--- config.mk ---
export PLATFORM = sky130hd
export DESIGN_NAME = inval_range_gen
export DESIGN_NICKNAME = d
export VERILOG_FILES = /design/src/rtl/inval_range_gen_pkg.sv /design/src/rtl/inval_range_decode.sv /design/src/rtl/inval_fixed_window.sv /design/src/rtl/inval_var_window.sv /design/src/rtl/inval_range_gen.sv
export SDC_FILE = /design/constraint.sdc
export NUM_CORES = 1
export LEC_CHECK = 0
export ABC_CLOCK_PERIOD_IN_PS = 2000
export BUFFER_PORTS_ARGS = -buffer_cell sky130_fd_sc_hd__buf_2
export CAP_MARGIN = 20
export CORE_ASPECT_RATIO = 1.1
export CORE_UTILIZATION = 33
export CTS_CLUSTER_SIZE = 10
export DETAILED_ROUTE_END_ITERATION = 16
export PLACE_DENSITY = 0.69
export SKIP_LAST_GASP = 1
export SLEW_MARGIN = 20
export SYNTH_ARGS = -nofsm -noshare
export SYNTH_HDL_FRONTEND = slang
export SYNTH_SLANG_ARGS = --single-unit
--- constraint.sdc ---
create_clock -name clk -period 2 [get_ports clk]
set_input_delay 0.1 -clock clk [delete_from_list [all_inputs] [get_ports clk]]
set_output_delay 0.1 -clock clk [all_outputs]
set_load 0.01 [all_outputs]
--- src/rtl/inval_range_gen_pkg.sv ---
package inval_range_gen_pkg;

  typedef enum logic [2:0] {
    CL_NONE = 3'd0,
    CL_PAT  = 3'd1,
    CL_DEF  = 3'd2,
    CL_FIX  = 3'd3,
    CL_VAR  = 3'd4
  } reg_class_e;

  localparam logic [7:0] ADDR_FIX64  = 8'h40;
  localparam logic [7:0] ADDR_FIX16A = 8'h41;
  localparam logic [7:0] ADDR_FIX16B = 8'h42;
  localparam logic [7:0] ADDR_FIX4K  = 8'h48;  // 0x48..0x4F
  localparam logic [7:0] ADDR_DEF    = 8'h50;
  localparam logic [7:0] ADDR_PAT    = 8'h51;

  localparam int EN_BIT  = 11;
  localparam int FEN_BIT = 10;

  // fixed window slot: 0 = 64K, 1..2 = 16K, 3..10 = 4K
  localparam int FIX_SLOTS = 11;

endpackage

--- src/rtl/inval_range_decode.sv ---
module inval_range_decode
  import inval_range_gen_pkg::*;
#(
  parameter int REG_AW  = 8,
  parameter int NUM_VAR = 8
) (
  input  logic [REG_AW-1:0] addr,
  output reg_class_e        cls,
  output logic [3:0]        fix_slot
);
  localparam int VAR_TOP = 2 * NUM_VAR;

  always_comb begin
    cls      = CL_NONE;
    fix_slot = 4'd0;
    if (int'(addr) < VAR_TOP) begin
      cls = CL_VAR;
    end else if (addr == REG_AW'(ADDR_DEF)) begin
      cls = CL_DEF;
    end else if (addr == REG_AW'(ADDR_PAT)) begin
      cls = CL_PAT;
    end else if (addr == REG_AW'(ADDR_FIX64)) begin
      cls      = CL_FIX;
      fix_slot = 4'd0;
    end else if (addr == REG_AW'(ADDR_FIX16A)) begin
      cls      = CL_FIX;
      fix_slot = 4'd1;
    end else if (addr == REG_AW'(ADDR_FIX16B)) begin
      cls      = CL_FIX;
      fix_slot = 4'd2;
    end else if ((addr >> 3) == REG_AW'(ADDR_FIX4K >> 3)) begin
      cls      = CL_FIX;
      fix_slot = 4'd3 + {1'b0, addr[2:0]};
    end
  end
endmodule

--- src/rtl/inval_fixed_window.sv ---
module inval_fixed_window #(
  parameter int DATA_W = 64
) (
  input  logic [3:0]        slot,
  output logic [DATA_W-1:0] win_start,
  output logic [DATA_W-1:0] win_end
);
  localparam int NARROW_W = 21;  // 0x100000 fits in 21 bits

  logic [NARROW_W-1:0] s_n, e_n;

  always_comb begin
    unique case (slot)
      4'd0: begin s_n = 21'h00000; e_n = 21'h80000; end
      4'd1: begin s_n = 21'h80000; e_n = 21'hA0000; end
      4'd2: begin s_n = 21'hA0000; e_n = 21'hC0000; end
      default: begin
        s_n = 21'hC0000 + ({17'd0, slot - 4'd3} << 15);
        e_n = s_n + 21'h08000;
      end
    endcase
  end

  assign win_start = DATA_W'(s_n);
  assign win_end   = DATA_W'(e_n);
endmodule

--- src/rtl/inval_var_window.sv ---
module inval_var_window #(
  parameter int DATA_W  = 64,
  parameter int PAGE_SH = 12,
  parameter int PAW_W   = 7
) (
  input  logic [DATA_W-1:0] base,
  input  logic [DATA_W-1:0] mask,
  input  logic [PAW_W-1:0]  paw,
  output logic [DATA_W-1:0] win_start,
  output logic [DATA_W-1:0] win_end
);
  localparam logic [DATA_W-1:0] PAGE_KEEP =
    {{(DATA_W-PAGE_SH){1'b1}}, {PAGE_SH{1'b0}}};

  logic [DATA_W-1:0] above_paw;
  logic [DATA_W-1:0] eff_mask;

  for (genvar b = 0; b < DATA_W; b++) begin : g_hi
    localparam logic [PAW_W:0] BIT_POS = (PAW_W+1)'(b);
    assign above_paw[b] = ({1'b0, paw} <= BIT_POS);
  end

  assign win_start = base & PAGE_KEEP;
  assign eff_mask  = (mask & PAGE_KEEP) | above_paw;
  assign win_end   = ((win_start & eff_mask) | ~eff_mask) + DATA_W'(1);
endmodule

--- src/rtl/inval_range_gen.sv ---
module inval_range_gen
  import inval_range_gen_pkg::*;
#(
  parameter int DATA_W  = 64,
  parameter int PAGE_SH = 12,
  parameter int REG_AW  = 8,
  parameter int NUM_VAR = 8,
  parameter int PAW_W   = 7,
  localparam int PFN_W  = DATA_W - PAGE_SH
) (
  input  logic              clk,
  input  logic              rst_n,
  input  logic              wr_valid,
  input  logic [REG_AW-1:0] wr_addr,
  input  logic              feature_on,
  input  logic [DATA_W-1:0] def_type,
  input  logic [DATA_W-1:0] var_base,
  input  logic [DATA_W-1:0] var_mask,
  input  logic [PAW_W-1:0]  paw,
  output logic              rng_valid,
  output logic [PFN_W-1:0]  rng_start_pfn,
  output logic [PFN_W-1:0]  rng_end_pfn
);
  reg_class_e        cls;
  logic [3:0]        fix_slot;
  logic [DATA_W-1:0] fix_s, fix_e, var_s, var_e;
  logic [DATA_W-1:0] sel_s, sel_e;
  logic              en_all, en_fix, emit;

  inval_range_decode #(.REG_AW(REG_AW), .NUM_VAR(NUM_VAR)) u_dec (
    .addr     (wr_addr),
    .cls      (cls),
    .fix_slot (fix_slot)
  );

  inval_fixed_window #(.DATA_W(DATA_W)) u_fix (
    .slot      (fix_slot),
    .win_start (fix_s),
    .win_end   (fix_e)
  );

  inval_var_window #(.DATA_W(DATA_W), .PAGE_SH(PAGE_SH), .PAW_W(PAW_W)) u_var (
    .base      (var_base),
    .mask      (var_mask),
    .paw       (paw),
    .win_start (var_s),
    .win_end   (var_e)
  );

  assign en_all = def_type[EN_BIT];
  assign en_fix = def_type[FEN_BIT];

  always_comb begin
    emit  = 1'b0;
    sel_s = '0;
    sel_e = '0;
    if (wr_valid && feature_on) begin
      unique case (cls)
        CL_DEF: begin
          emit  = 1'b1;
          sel_e = '1;
        end
        CL_FIX: begin
          emit  = en_all && en_fix;
          sel_s = fix_s;
          sel_e = fix_e;
        end
        CL_VAR: begin
          emit  = en_all;
          sel_s = var_s;
          sel_e = var_e;
        end
        default: emit = 1'b0;
      endcase
    end
  end

  always_ff @(posedge clk or negedge rst_n) begin
    if (!rst_n) begin
      rng_valid     <= 1'b0;
      rng_start_pfn <= '0;
      rng_end_pfn   <= '0;
    end else begin
      rng_valid <= emit;
      if (emit) begin
        rng_start_pfn <= sel_s[DATA_W-1:PAGE_SH];
        rng_end_pfn   <= sel_e[DATA_W-1:PAGE_SH];
      end
    end
  end
endmodule

# After elaboration in Yosys (flattened, before gate mapping)
# Index checks and enable logic that the tools add are counted.
dict set report word_totals {
  register_bits 105
  in_bits 211
  word_cells 113
}
dict set report classes {
  eq_ne 11
  n_lt_le_gt_ge 65
  n_mux 22
  n_bitwise 4
  n_addsub 5
  n_reduce_logical 3
}
# cell count
set op_table {}
lappend op_table {{less-or-equal comparator 7 x 6 -> 1 bit, second input constant} 32}
lappend op_table {{one-hot mux 64 bit (3 select lines)} 1}
lappend op_table {{two-way mux 64 bit} 2}
lappend op_table {{bitwise OR 64 bit} 2}
lappend op_table {{one-hot mux 64 bit (2 select lines)} 1}
lappend op_table {{one-hot mux 21 bit (3 select lines)} 2}
lappend op_table {{less-or-equal comparator 7 x 5 -> 1 bit, second input constant} 16}
lappend op_table {{adder 64 x 1 -> 64 bit, second input constant} 1}
lappend op_table {{AND 64 bit} 1}
lappend op_table {{inverter 64 bit} 1}
lappend op_table {{less-or-equal comparator 7 x 4 -> 1 bit, second input constant} 8}
lappend op_table {{equality test 8 x 7 -> 1 bit, second input constant} 5}
lappend op_table {{less-or-equal comparator 7 x 3 -> 1 bit, second input constant} 4}
lappend op_table {{two-way mux 4 bit} 7}
lappend op_table {{adder 20 x 19 -> 21 bit, first input constant} 1}
lappend op_table {{adder 21 x 16 -> 21 bit, second input constant} 1}
lappend op_table {{two-way mux 3 bit} 6}
lappend op_table {{less-or-equal comparator 7 x 1 -> 1 bit, second input constant} 2}
lappend op_table {{less-or-equal comparator 7 x 2 -> 1 bit, second input constant} 2}
lappend op_table {{less-than comparator 8 x 5 -> 1 bit, second input constant} 1}
lappend op_table {{equality test 3 x 2 -> 1 bit, second input constant} 2}
lappend op_table {{equality test 5 x 4 -> 1 bit, second input constant} 1}
lappend op_table {{adder 2 x 3 -> 4 bit, first input constant} 1}
lappend op_table {{equality test 4 x 1 -> 1 bit, second input constant} 1}
lappend op_table {{other kinds (8)} 9}

# Depth between registers and ports, before layout
# Gate-level depths: netlist of the first run.
dict set report depth {
  word_depth 14
  depth_mapped 13
}

# Modules after synthesis
# Synthesis of the first run repeated with hierarchy kept, for this count alone.
dict set report unflattened {
  hier_cells 1097
  area_unflattened_um2 9741.8
}
# mod seq_area_each_um2 cells_per_inst area_each_um2 n_inst
set modules_own_cells {}
lappend modules_own_cells {inval_range_gen 2627.5 445 5122.4 1}
lappend modules_own_cells {inval_var_window 0.0 466 3265.6 1}
lappend modules_own_cells {inval_fixed_window 0.0 159 1158.6 1}
lappend modules_own_cells {inval_range_decode 0.0 27 195.2 1}

# Worst setup path before layout of the first run
# No wires, ideal clock.
dict set report synth_path {
  path_type {input port to flip-flop}
  startpoint {input port paw[0]}
  endpoint {register rng_end_pfn[30]}
  required_ns 1.914
  n_path_buf 1
  cell_stages 9
  setup_ns 0.086
  arrival_time_ns 2.445
  slack_ns -0.531
  path_cell_list {buf_2 > o21ai_0 > a221o_1 > or3_1 > nor4_4 > nand3_2 > or4_4 > and3_1 > nor3_1}
}
dict set report synth_between {
  elab_chain_len 7
  elab_cells_between_ends 50
  classes_between {1 x add/sub; 43 x order compare; 2 x mux; 4 x bitwise}
}
# element line_no
set synth_rtl {}
lappend synth_rtl {{start, declared} inval_range_gen.sv:19} ;# input logic [PAW_W-1:0] paw,
lappend synth_rtl {{less-or-equal comparator 7 x 1 -> 1 bit, or another cell as far along} inval_var_window.sv:20} ;# assign above_paw[b] = ({1'b0, paw} <= BIT_POS);
lappend synth_rtl {{bitwise OR 64 bit *} inval_var_window.sv:24} ;# assign eff_mask = (mask & PAGE_KEEP) | above_paw;
lappend synth_rtl {{AND 64 bit / inverter 64 bit (equally long branches)} inval_var_window.sv:25} ;# assign win_end = ((win_start & eff_mask) | ~eff_mask) + DATA_W'(1);
lappend synth_rtl {{bitwise OR 64 bit *} inval_var_window.sv:25}
lappend synth_rtl {{adder 64 x 1 -> 64 bit *} inval_var_window.sv:25}
lappend synth_rtl {{one-hot mux 64 bit (3 select lines) *} inval_range_gen.sv:58} ;# unique case (cls)
lappend synth_rtl {{two-way mux 64 bit *} inval_range_gen.sv:57} ;# if (wr_valid && feature_on) begin
lappend synth_rtl {{end signal, assigned} inval_range_gen.sv:87} ;# rng_end_pfn <= sel_e[DATA_W-1:PAGE_SH];
lappend synth_rtl {{end, declared} inval_range_gen.sv:22} ;# output logic [PFN_W-1:0] rng_end_pfn
# Every way passes the cells marked *; elsewhere a longest branch is shown, timed or not.
# A chain may end at the register's enable or synchronous reset.

# Worst setup path in the final report of the first run
dict set report layout_path {
  startpoint {input port paw[5]}
  endpoint {register rng_end_pfn[34]}
}
# The elaborated chain is that of the path after synthesis.

==> impl_metrics.py, run 1 <==
metrics = {
    "place": {
        "hpwl_um": 23300,
        "place_congestion": 0.981,
        "placed_cell_area_um2": 10200,
        "io_buffers": 229,
    },
    "clock_tree": {
        "clk_path_buf_depth": 2,
        "path_clk_slew_ns": 0.07,
        "h-tree-depth": 3,
        "worstSkewPairLatency_ns": 0.37,
        "tritoncts": "done",
        "clockRootBuffer": "clkbuf_16",
        "cts_made_buffers": 9,
        "cts_sinks": 105,
    },
    "power_and_ir_drop": {
        "clkPwrFrac_pct": 27.4,
        "p_sw_share_pct": 32.8,
        "pwr-share-comb_pct": 32.9,
        "p_sw_mw": 2.04,
        "p_leak_nw": 5.77,
        "p_int_mw": 4.17,
        "peakVddDrop_uv": 336,
        "seq_power_share_pct": 39.8,
        "p_per_area_nw_per_um2": 522,
    },
    "routing": {
        "drc_errors": 0,
        "drtIter0Drc": 645,
        "via_per_inst": 5.53,
        "routed_wl_um": 31100,
        "vias": 8742,
        "drtPass1Iterations": 5,
        "antenna_left": 0,
        "routedWlPerCell_um": 19.7,
    },
    "run": {
        "drv_cap": 0,
    },
    "yosys": {
        "synth_edf_count": 0,
        "yosys_warnings": 0,
        "synth-seq-cells": 105,
        "synth_flop_cell": "dfrtp_1",
        "netlist-cell-type-count": 75,
        "syn_nets": 1065,
        "ys_seq_area_share_pct": 37.8,
        "syn_avg_cell_area_um2": 8.22,
        "async_flop_share_pct": 100,
        "synthCells": 845,
        "synthesis.area_um2": 6950,
    },
    "worst_setup_path": {
        "cpPeakStageDelay_ns": 0.37,
        "required_ns": 2.25,
        "crit_chain": "buf_12 -> buf_6 -> nor3_2 -> a221oi_2 -> nand4_1 -> nor4_4 -> buf_4 -> buf_6 -> nand3_4 -> nor4_4 -> xnor2_2 -> a221o_1",
        "crit_type": "in -> reg",
        "critPathTopFamily": "simple AND/OR/NAND/NOR gates",
        "start_kind": "input port",
        "worst_path_max_delay_cell": "nor4_4",
        "reg2reg_slack_ns": 1.10,
        "endpoint_kind": "flip-flop",
        "cp_max_fo": 10,
        "crit_arrival_ns": 2.42,
        "crit_buf_inv": 4,
    },
    "outcome": {
        "status": "finished, violations left",
        "violations": "setup timing",
    },
    "layout": {
        "final_cell_mix": "buf_4, buf_2, nand2_1, dfrtp_1, a21oi_1",
        "fin_nets": 1535,
        "multi_input_area_um2": 4760,
        "postLayoutCellArea_um2": 11900,
        "area_growth_pct": 71.0,
        "final_common_cell": "buf_4",
        "nFillCells": 1753,
        "drive_gt1_share_pct": 49.8,
        "seq_area_um2": 2630,
    },
    "timing": {
        "report.final.slew_viol_count": 0,
        "period_needed_ns": 2.17,
        "finalSetupTns_ns": -1.86,
        "rsz0062_at_grt": "true",
        "relSlewSlack_pct": 65.1,
        "hold_violations": 0,
        "max_freq_mhz": 461,
        "fin_ws_ns": -0.171,
        "finalSetupViolCount": 22,
        "skew_ns": 0,
        "post-route-period-util_pct": 109,
        "tightest_slew_ns": 0.519,
    },
    "global_route": {
        "grt_pass1_wl_um": 45400,
        "grt.overflow.total": 0,
        "grt_use_total_pct": 27.4,
        "grt_max_degree": 51,
        "antenna_found_initial": 6,
        "grt_pass1_vias": 8285,
    },
    "floorplanning": {
        "coreArea_um2": 20600,
        "die_w_um": 140,
        "die_h_um": 154,
        "placementRows": 55,
        "die_area_um2": 21600,
        "start_util_pct": 33.8,
        "io_pins": 316,
    },
    "hold_path": {
        "hp-class": "in -> reg",
    },
}
[final cells by class]
class                   instances  share of cell area [%]
diodes                          6                   0.126
well taps                     256                    2.70
inverters                      43                    1.51
repair buffers                517                    31.3
flip-flops and latches        105                    22.1
clock inverters                 2                   0.126
multi-input cells             639                    40.1
clock buffers                  13                    2.11
[sequential cells by signal, indices dropped and copies added (netlist names)]
name / cells
rng_end_pfn: 52
rng_start_pfn: 52
rng_valid: 1
[cells by family (layout without fill, tap and decap cells)]
logic type | after synthesis | in the layout | synth area share (%)
xor+xnor | 29 | 29 | 3.66
compound gates | 240 | 240 | 23.1
other cells | 0 | 6 | 0
flops | 105 | 105 | 37.8
fa+ha+maj | 9 | 9 | 1.62
mux | 3 | 3 | 0.432
simple gates | 358 | 358 | 26.6
buf+inv | 101 | 575 | 6.81
[worst min-delay path, delay by kind of cell]
kind / cells / cell delay [ns]
simple gates: 2 / 0.14
buf+inv: 1 / 0.09
[timing repair]
item | 4_1_cts | 5_1_grt
setup buffers | 15 | 37
gates cloned | 0 | 1
setup endpoints to repair | 43 | 94
endpoints found under the hold margin | 47 | 0
hold buffers | 16 | 0
resized for setup | 75 | 112
pin swaps | 25 | 58
[metrics by stage]
| step | instances | hold slack, ns | total power, mW | worst slack [ns] | util, % |
|---|---|---|---|---|---|
| floorplan | 845 | -0.196 | 3.26 | -0.386 | - |
| global placement | 1493 | 0.0884 | 4.21 | -0.742 | 49.4 |
| detailed placement | 1493 | 0.0981 | 4.22 | -0.751 | 49.4 |
| CTS | 1539 | 0.00219 | 6.03 | -0.115 | 53.7 |
| global route | 1579 | 0.00724 | 6.46 | -0.248 | 57.7 |
| finish | 1581 | 0.00737 | 6.20 | -0.171 | 57.7 |
[per-layer routing]
metal	part of all wire, %	track usage (%)	up-vias
met2	46	43.8	415
met5	0.042	0	-
met3	7.3	5.11	111
met4	6.4	17.5	2
met1	40	33.9	4186
li1	-	-	4028
[final timing paths]
path / depth (start not counted) / startpoint / endpoint
min: 3 / var_base[45] / rng_start_pfn[33]
max reg2reg: 2 / rng_end_pfn[41] / rng_end_pfn[41]
max: 12 / paw[5] / rng_end_pfn[34]
min reg2reg: 2 / rng_start_pfn[28] / rng_start_pfn[28]
max in group asynchronous: 3 / rst_n / rng_start_pfn[6]
min in group asynchronous: 2 / rst_n / rng_start_pfn[43]
[power by group through the flow]
stage	Combinational [mW]	Clock (mW)	Sequential [mW]
finish	2.04	1.70	2.47
global route	2.17	1.80	2.49
CTS	1.85	1.71	2.46
detailed placement	1.72	0	2.50
global placement	1.71	0	2.50
floorplan	0.684	0	2.58
[cell usage after synthesis, types with 8 or more instances]
cell type | count | area [um^2]
clkbuf_1 | 31 | 116
nand2_1 | 121 | 454
nand4_1 | 16 | 100
nor3_1 | 30 | 150
buf_2 | 11 | 55.1
nand3b_1 | 8 | 60.1
nand2b_1 | 11 | 68.8
a21oi_1 | 65 | 325
dfrtp_1 | 105 | 2630
xnor2_1 | 16 | 140
o221ai_1 | 9 | 78.8
nand3_1 | 45 | 225
nor2_1 | 53 | 199
o21bai_1 | 10 | 75.1
xor2_1 | 13 | 114
ha_1 | 9 | 113
inv_1 | 42 | 158
o21ai_0 | 60 | 300
a221oi_1 | 8 | 70.1
a31oi_1 | 10 | 62.6
o31ai_1 | 18 | 135
nor4_1 | 23 | 144
(Power assumes the default switching activity.)
==> inputs of run 2 (changes only) <==
--- a/config.mk
+++ b/config.mk
@@ -6,13 +6,12 @@
 export NUM_CORES = 1
 export LEC_CHECK = 0
 export ABC_CLOCK_PERIOD_IN_PS = 2000
-export BUFFER_PORTS_ARGS = -buffer_cell sky130_fd_sc_hd__buf_2
 export CAP_MARGIN = 20
-export CORE_ASPECT_RATIO = 1.1
-export CORE_UTILIZATION = 33
+export CORE_UTILIZATION = 48
 export CTS_CLUSTER_SIZE = 10
 export DETAILED_ROUTE_END_ITERATION = 16
-export PLACE_DENSITY = 0.69
+export DONT_BUFFER_PORTS = 1
+export PLACE_DENSITY = 0.72
 export SKIP_LAST_GASP = 1
 export SLEW_MARGIN = 20
 export SYNTH_ARGS = -nofsm -noshare
==> run 2 against run 1 <==
  * The flow finishes with violations (hold timing)
  * Wire length shrank 11%
  * Via count shrank 13%
  * First-iteration DRC count up 12%
  * Sequential power is 6% higher
  * Core utilization is 9.2 points higher
  * Highest routed layer is now met4
==> impl_metrics.py, run 2 (synthesized netlist as in run 1, its figures left out) <==
metrics = {
    "global_route": {
        "grt_max_degree": 106,
        "grt_use_met3_pct": 11.9,
        "grt_pass1_vias": 7060,
        "grt.overflow.total": 0,
        "top_usage_layer": "met2",
        "grt_use_total_pct": 36.9,
        "use_met2_pct": 57.1,
        "grt_use_met1_pct": 46.9,
        "grt_pass1_wl_um": 40800,
        "antenna_found_initial": 2,
    },
    "routing": {
        "routedWlPerCell_um": 22.9,
        "routed_wl_um": 27700,
        "vias": 7648,
        "antenna_left": 0,
        "drc_errors": 0,
        "drtPass1Iterations": 5,
        "via_per_inst": 6.31,
        "drtIter0Drc": 721,
    },
    "floorplanning": {
        "placementRows": 43,
        "coreArea_um2": 14000,
        "io_pins": 316,
        "die_w_um": 122,
        "start_util_pct": 49.7,
        "die_h_um": 122,
        "die_area_um2": 15000,
    },
    "hold_path": {
        "hp-class": "in -> async",
    },
    "worst_setup_path": {
        "cp_max_fo": 34,
        "start_kind": "input port",
        "crit_type": "in -> reg",
        "endpoint_kind": "flip-flop",
        "crit_chain": "or2b_1 -> o221a_2 -> or3_4 -> nor4_4 -> buf_6 -> nand4_1 -> buf_6 -> or4_1 -> o31a_1 -> o21ai_1",
        "cpPeakStageDelay_ns": 0.41,
        "crit_arrival_ns": 2.28,
        "required_ns": 2.29,
        "crit_buf_inv": 2,
        "worst_path_max_delay_cell": "or4_1",
        "critPathTopFamily": "simple AND/OR/NAND/NOR gates",
        "cp_common_cell": "buf_6",
        "reg2reg_slack_ns": 1.08,
    },
    "run": {
        "drv_cap": 0,
    },
    "layout": {
        "final_common_cell": "buf_4",
        "fin_nets": 1245,
        "final_core_util_pct": 67.0,
        "area_growth_pct": 34.9,
        "nFillCells": 1178,
        "top_regs": "rng_end_pfn x52, rng_start_pfn x52, rng_valid x1",
        "layout.cells.non_filler": 1212,
        "final_cell_mix": "buf_4, nand2_1, dfrtp_1, a21oi_1, o21ai_0",
        "drive_gt1_share_pct": 26.2,
    },
    "timing": {
        "report.final.slew_viol_count": 0,
        "tightest_slew_ns": 0.639,
        "relSlewSlack_pct": 57.4,
        "finalSetupViolCount": 0,
        "rsz0062_at_grt": "true",
        "skew_ns": 0,
        "post-route-period-util_pct": 99.4,
        "fin_ws_ns": 0.0130,
        "finalSetupTns_ns": 0,
        "period_needed_ns": 1.99,
        "hold_violations": 105,
        "fin_hold_ws_ns": -0.572,
        "max_freq_mhz": 503,
    },
    "clock_tree": {
        "h-tree-depth": 3,
        "path_clk_slew_ns": 0.07,
        "cts_made_buffers": 9,
        "cts_sinks": 105,
        "worstSkewPairLatency_ns": 0.36,
        "tritoncts": "done",
        "clockRootBuffer": "clkbuf_16",
        "clk_path_buf_depth": 2,
    },
    "outcome": {
        "violations": "hold timing",
        "status": "finished, violations left",
    },
    "place": {
        "io_buffers": 0,
        "post-place-ws_ns": -0.528,
        "dp_cells": 1140,
        "place_congestion": 1.02,
        "hpwl_um": 20600,
    },
    "power_and_ir_drop": {
        "p_leak_nw": 4.17,
        "peakVddDrop_uv": 446,
        "p_per_area_nw_per_um2": 595,
    },
}
## run 2: cell type report
cell class	count	area [um^2]	area share, %
diodes	2	5.00	0.0534
clock buffers	11	233	2.48
clock inverters	5	63.8	0.681
inverters	43	174	1.86
multi-input cells	639	4180	44.6
flip-flops and latches	105	2630	28.1
well taps	180	225	2.40
repair buffers	227	1860	19.8
## run 2: metal layers
layer / up-vias / share of wire, %
li1: 3444 / -
met1: 3665 / 39
met2: 466 / 45
met3: 73 / 12
met4: 0 / 4.2
met5: - / 0
## run 2: final timing paths
kind | start | depth (start not counted) | end
max | paw[4] | 10 | rng_end_pfn[50]
min | rst_n | 0 | rng_start_pfn[36]
max reg2reg | rng_end_pfn[34] | 1 | rng_end_pfn[34]
min reg2reg | rng_start_pfn[21] | 2 | rng_start_pfn[21]
max in group asynchronous | rst_n | 0 | rng_start_pfn[4]
min in group clk | var_base[12] | 3 | rng_end_pfn[0]
## run 2: power breakdown
part           internal, mW  leakage, nW  switching [mW]  total [mW]
clock network         0.986        0.146           0.839        1.83
registers              2.33         1.42           0.305        2.63
logic                 0.574         2.61           0.543        1.12
total                  3.89         4.17            1.69        5.58
## run 2: through the flow
step	power, mW	instance area, um^2
floorplan	3.26	7280
global placement	3.64	8470
detailed placement	3.66	8470
CTS	5.55	9270
global route	5.79	9370
finish	5.58	9370
## run 2: what timing repair did
| item | CTS | global route |
|---|---|---|
| resized for setup | 4 | 12 |
| hold endpoints to repair | 153 | 106 |
| endpoints found under the setup margin | 23 | 35 |
| buffers inserted | 1 | 5 |
| pin swaps | 3 | 4 |
| hold buffers | 47 | 1 |
==> inputs of run 3 (changes only) <==
--- a/config.mk
+++ b/config.mk
@@ -5,7 +5,7 @@
 export SDC_FILE = /design/constraint.sdc
 export NUM_CORES = 1
 export LEC_CHECK = 0
-export ABC_CLOCK_PERIOD_IN_PS = 2000
+export ABC_CLOCK_PERIOD_IN_PS = 1900
 export CAP_MARGIN = 20
 export CORE_UTILIZATION = 48
 export CTS_CLUSTER_SIZE = 10
==> constraint.sdc (replaced) <==
create_clock -name clk -period 1.9 [get_ports clk]
set_input_delay 0.095 -clock clk [delete_from_list [all_inputs] [get_ports clk]]
set_output_delay 0.095 -clock clk [all_outputs]
set_load 0.01 [all_outputs]
==> run 3 against run 2 <==
  * The flow finishes with violations (hold timing, setup timing)
  * Non-clock buffer count is 17 higher
  * Hold slack worse by 0.013 ns
  * Via count is 3.5% higher
  * Die area stayed put
==> impl_metrics.py, run 3 (synthesized netlist as in run 1, its figures left out) <==
metrics = {
    "outcome": {
        "status": "finished, violations left",
        "violations": "hold timing, setup timing",
    },
    "power_and_ir_drop": {
        "peakVddDrop_uv": 599,
        "p_per_area_nw_per_um2": 614,
        "p_total_mw": 6.16,
        "p_leak_nw": 4.42,
    },
    "floorplanning": {
        "start_util_pct": 49.7,
        "die_h_um": 122,
        "io_pins": 316,
        "die_area_um2": 15000,
        "placementRows": 43,
        "die_w_um": 122,
        "coreArea_um2": 14000,
    },
    "worst_setup_path": {
        "r2r_end": "rng_end_pfn[27]",
        "start_kind": "input port",
        "worst_path_max_delay_cell": "or3_4",
        "required_ns": 2.15,
        "crit_type": "in -> reg",
        "critPathTopFamily": "simple AND/OR/NAND/NOR gates",
        "cpPeakStageDelay_ns": 0.39,
        "r2r-start": "rng_end_pfn[27]",
        "endpoint_kind": "flip-flop",
        "crit_buf_inv": 1,
        "crit_chain": "or2b_1 -> o221a_2 -> or3_4 -> nor4_4 -> buf_4 -> nand4_1 -> nor3b_2 -> xor2_1 -> a221o_1",
        "worstRegToRegCells": 1,
        "reg2reg_slack_ns": 1.00,
        "cp_max_fo": 34,
        "crit_arrival_ns": 2.25,
    },
    "clock_tree": {
        "path_clk_slew_ns": 0.07,
        "h-tree-depth": 3,
        "hold_buffers": 46,
        "tritoncts": "done",
        "worstSkewPairLatency_ns": 0.36,
        "clockRootBuffer": "clkbuf_16",
        "cts_made_buffers": 9,
        "cts_sinks": 105,
        "clk_path_buf_depth": 2,
    },
    "timing": {
        "fin_ws_ns": -0.107,
        "period_needed_ns": 2.01,
        "max_freq_mhz": 498,
        "hold_violations": 106,
        "fin_hold_ws_ns": -0.585,
        "tightest_slew_ns": 0.625,
        "relSlewSlack_pct": 58.0,
        "rsz0062_at_grt": "true",
        "skew_ns": 0,
        "report.final.slew_viol_count": 0,
        "post-route-period-util_pct": 106,
        "finalSetupViolCount": 10,
    },
    "layout": {
        "fin_nets": 1262,
        "final_cell_mix": "buf_4, nand2_1, dfrtp_1, a21oi_1",
        "top_regs": "rng_end_pfn x52, rng_start_pfn x52, rng_valid x1",
        "final_common_cell": "buf_4",
        "postLayoutCellArea_um2": 10000,
        "drive_gt1_share_pct": 32.3,
        "area_growth_pct": 44.4,
        "final_core_util_pct": 71.7,
    },
    "routing": {
        "drc_errors": 0,
        "antenna_left": 0,
        "drtIter0Drc": 697,
        "vias": 7917,
        "routed_wl_um": 30400,
        "via_per_inst": 6.45,
        "routedWlPerCell_um": 24.7,
        "drtPass1Iterations": 5,
    },
    "hold_path": {
        "hp-class": "in -> async",
    },
    "global_route": {
        "grt.overflow.total": 0,
        "grt_use_total_pct": 39.9,
        "grt_pass1_vias": 7695,
        "grt_pass1_wl_um": 43900,
        "grt_max_degree": 106,
        "antenna_found_initial": 1,
    },
    "place": {
        "io_buffers": 0,
        "place_congestion": 0.994,
        "placed_cell_area_um2": 8700,
        "hpwl_um": 22400,
    },
    "run": {
        "drv_cap": 0,
    },
}
run 3: cell types whose count changed in the layout (fill, tap and decap cells not counted), sizes merged:
cell         change
bufinv           +1
inv              -1
diode            -1
clkinvlp         +1
buf             +18
dlygate4sd3      -2
run 3: timing repair:
item,CTS,global route
gates cloned,0,1
resized for setup,26,59
endpoints found under the hold margin,153,105
pin swaps,15,33
buffers inserted,5,8
setup endpoints to repair,38,73
run 3: worst max-delay path by stage:
stage	startpoint	to	slack [ns]	cells after the start
2_1_floorplan	paw[6]	rng_end_pfn[28]	-0.48	10
3_3_place_gp	paw[1]	rng_end_pfn[34]	-0.58	9
3_5_place_dp	paw[4]	rng_end_pfn[37]	-0.59	9
4_1_cts	paw[4]	rng_end_pfn[37]	-0.01	9
5_1_grt	paw[2]	rng_end_pfn[30]	-0.15	10
6_report	paw[4]	rng_end_pfn[20]	-0.11	9
run 3: stage by stage:
stage                     TNS [ns]  std cells  worst slack, ns
after detailed placement    -35.89       1153           -0.590
after global placement      -31.91       1153           -0.583
after CTS                  -0.0153       1220          -0.0139
after global routing         -2.33       1228           -0.148
after floorplan             -11.79        845           -0.480
final                       -0.342       1228           -0.107
run 3: where the power goes:
group	internal, mW	switching [mW]
clock	1.20	0.898
combinational	0.646	0.653
sequential	2.45	0.313
total	4.30	1.86
run 3: routing by layer:
metal  wire length (um)  global-route usage [%]
met4               1310                    18.6
met5                  0                       0
met1              12300                    52.1
met3               3050                    9.62
met2              13700                    62.0
run 3: cell type report:
type / count / area, um^2
clock inverter: 6 / 87.6
sequential: 105 / 2630
inverter: 43 / 178
timing repair buffer: 244 / 2090
clock buffer: 10 / 239
fill: 1074 / 3960
antenna: 1 / 2.50
multi-input combinational: 639 / 4580
tap: 180 / 225
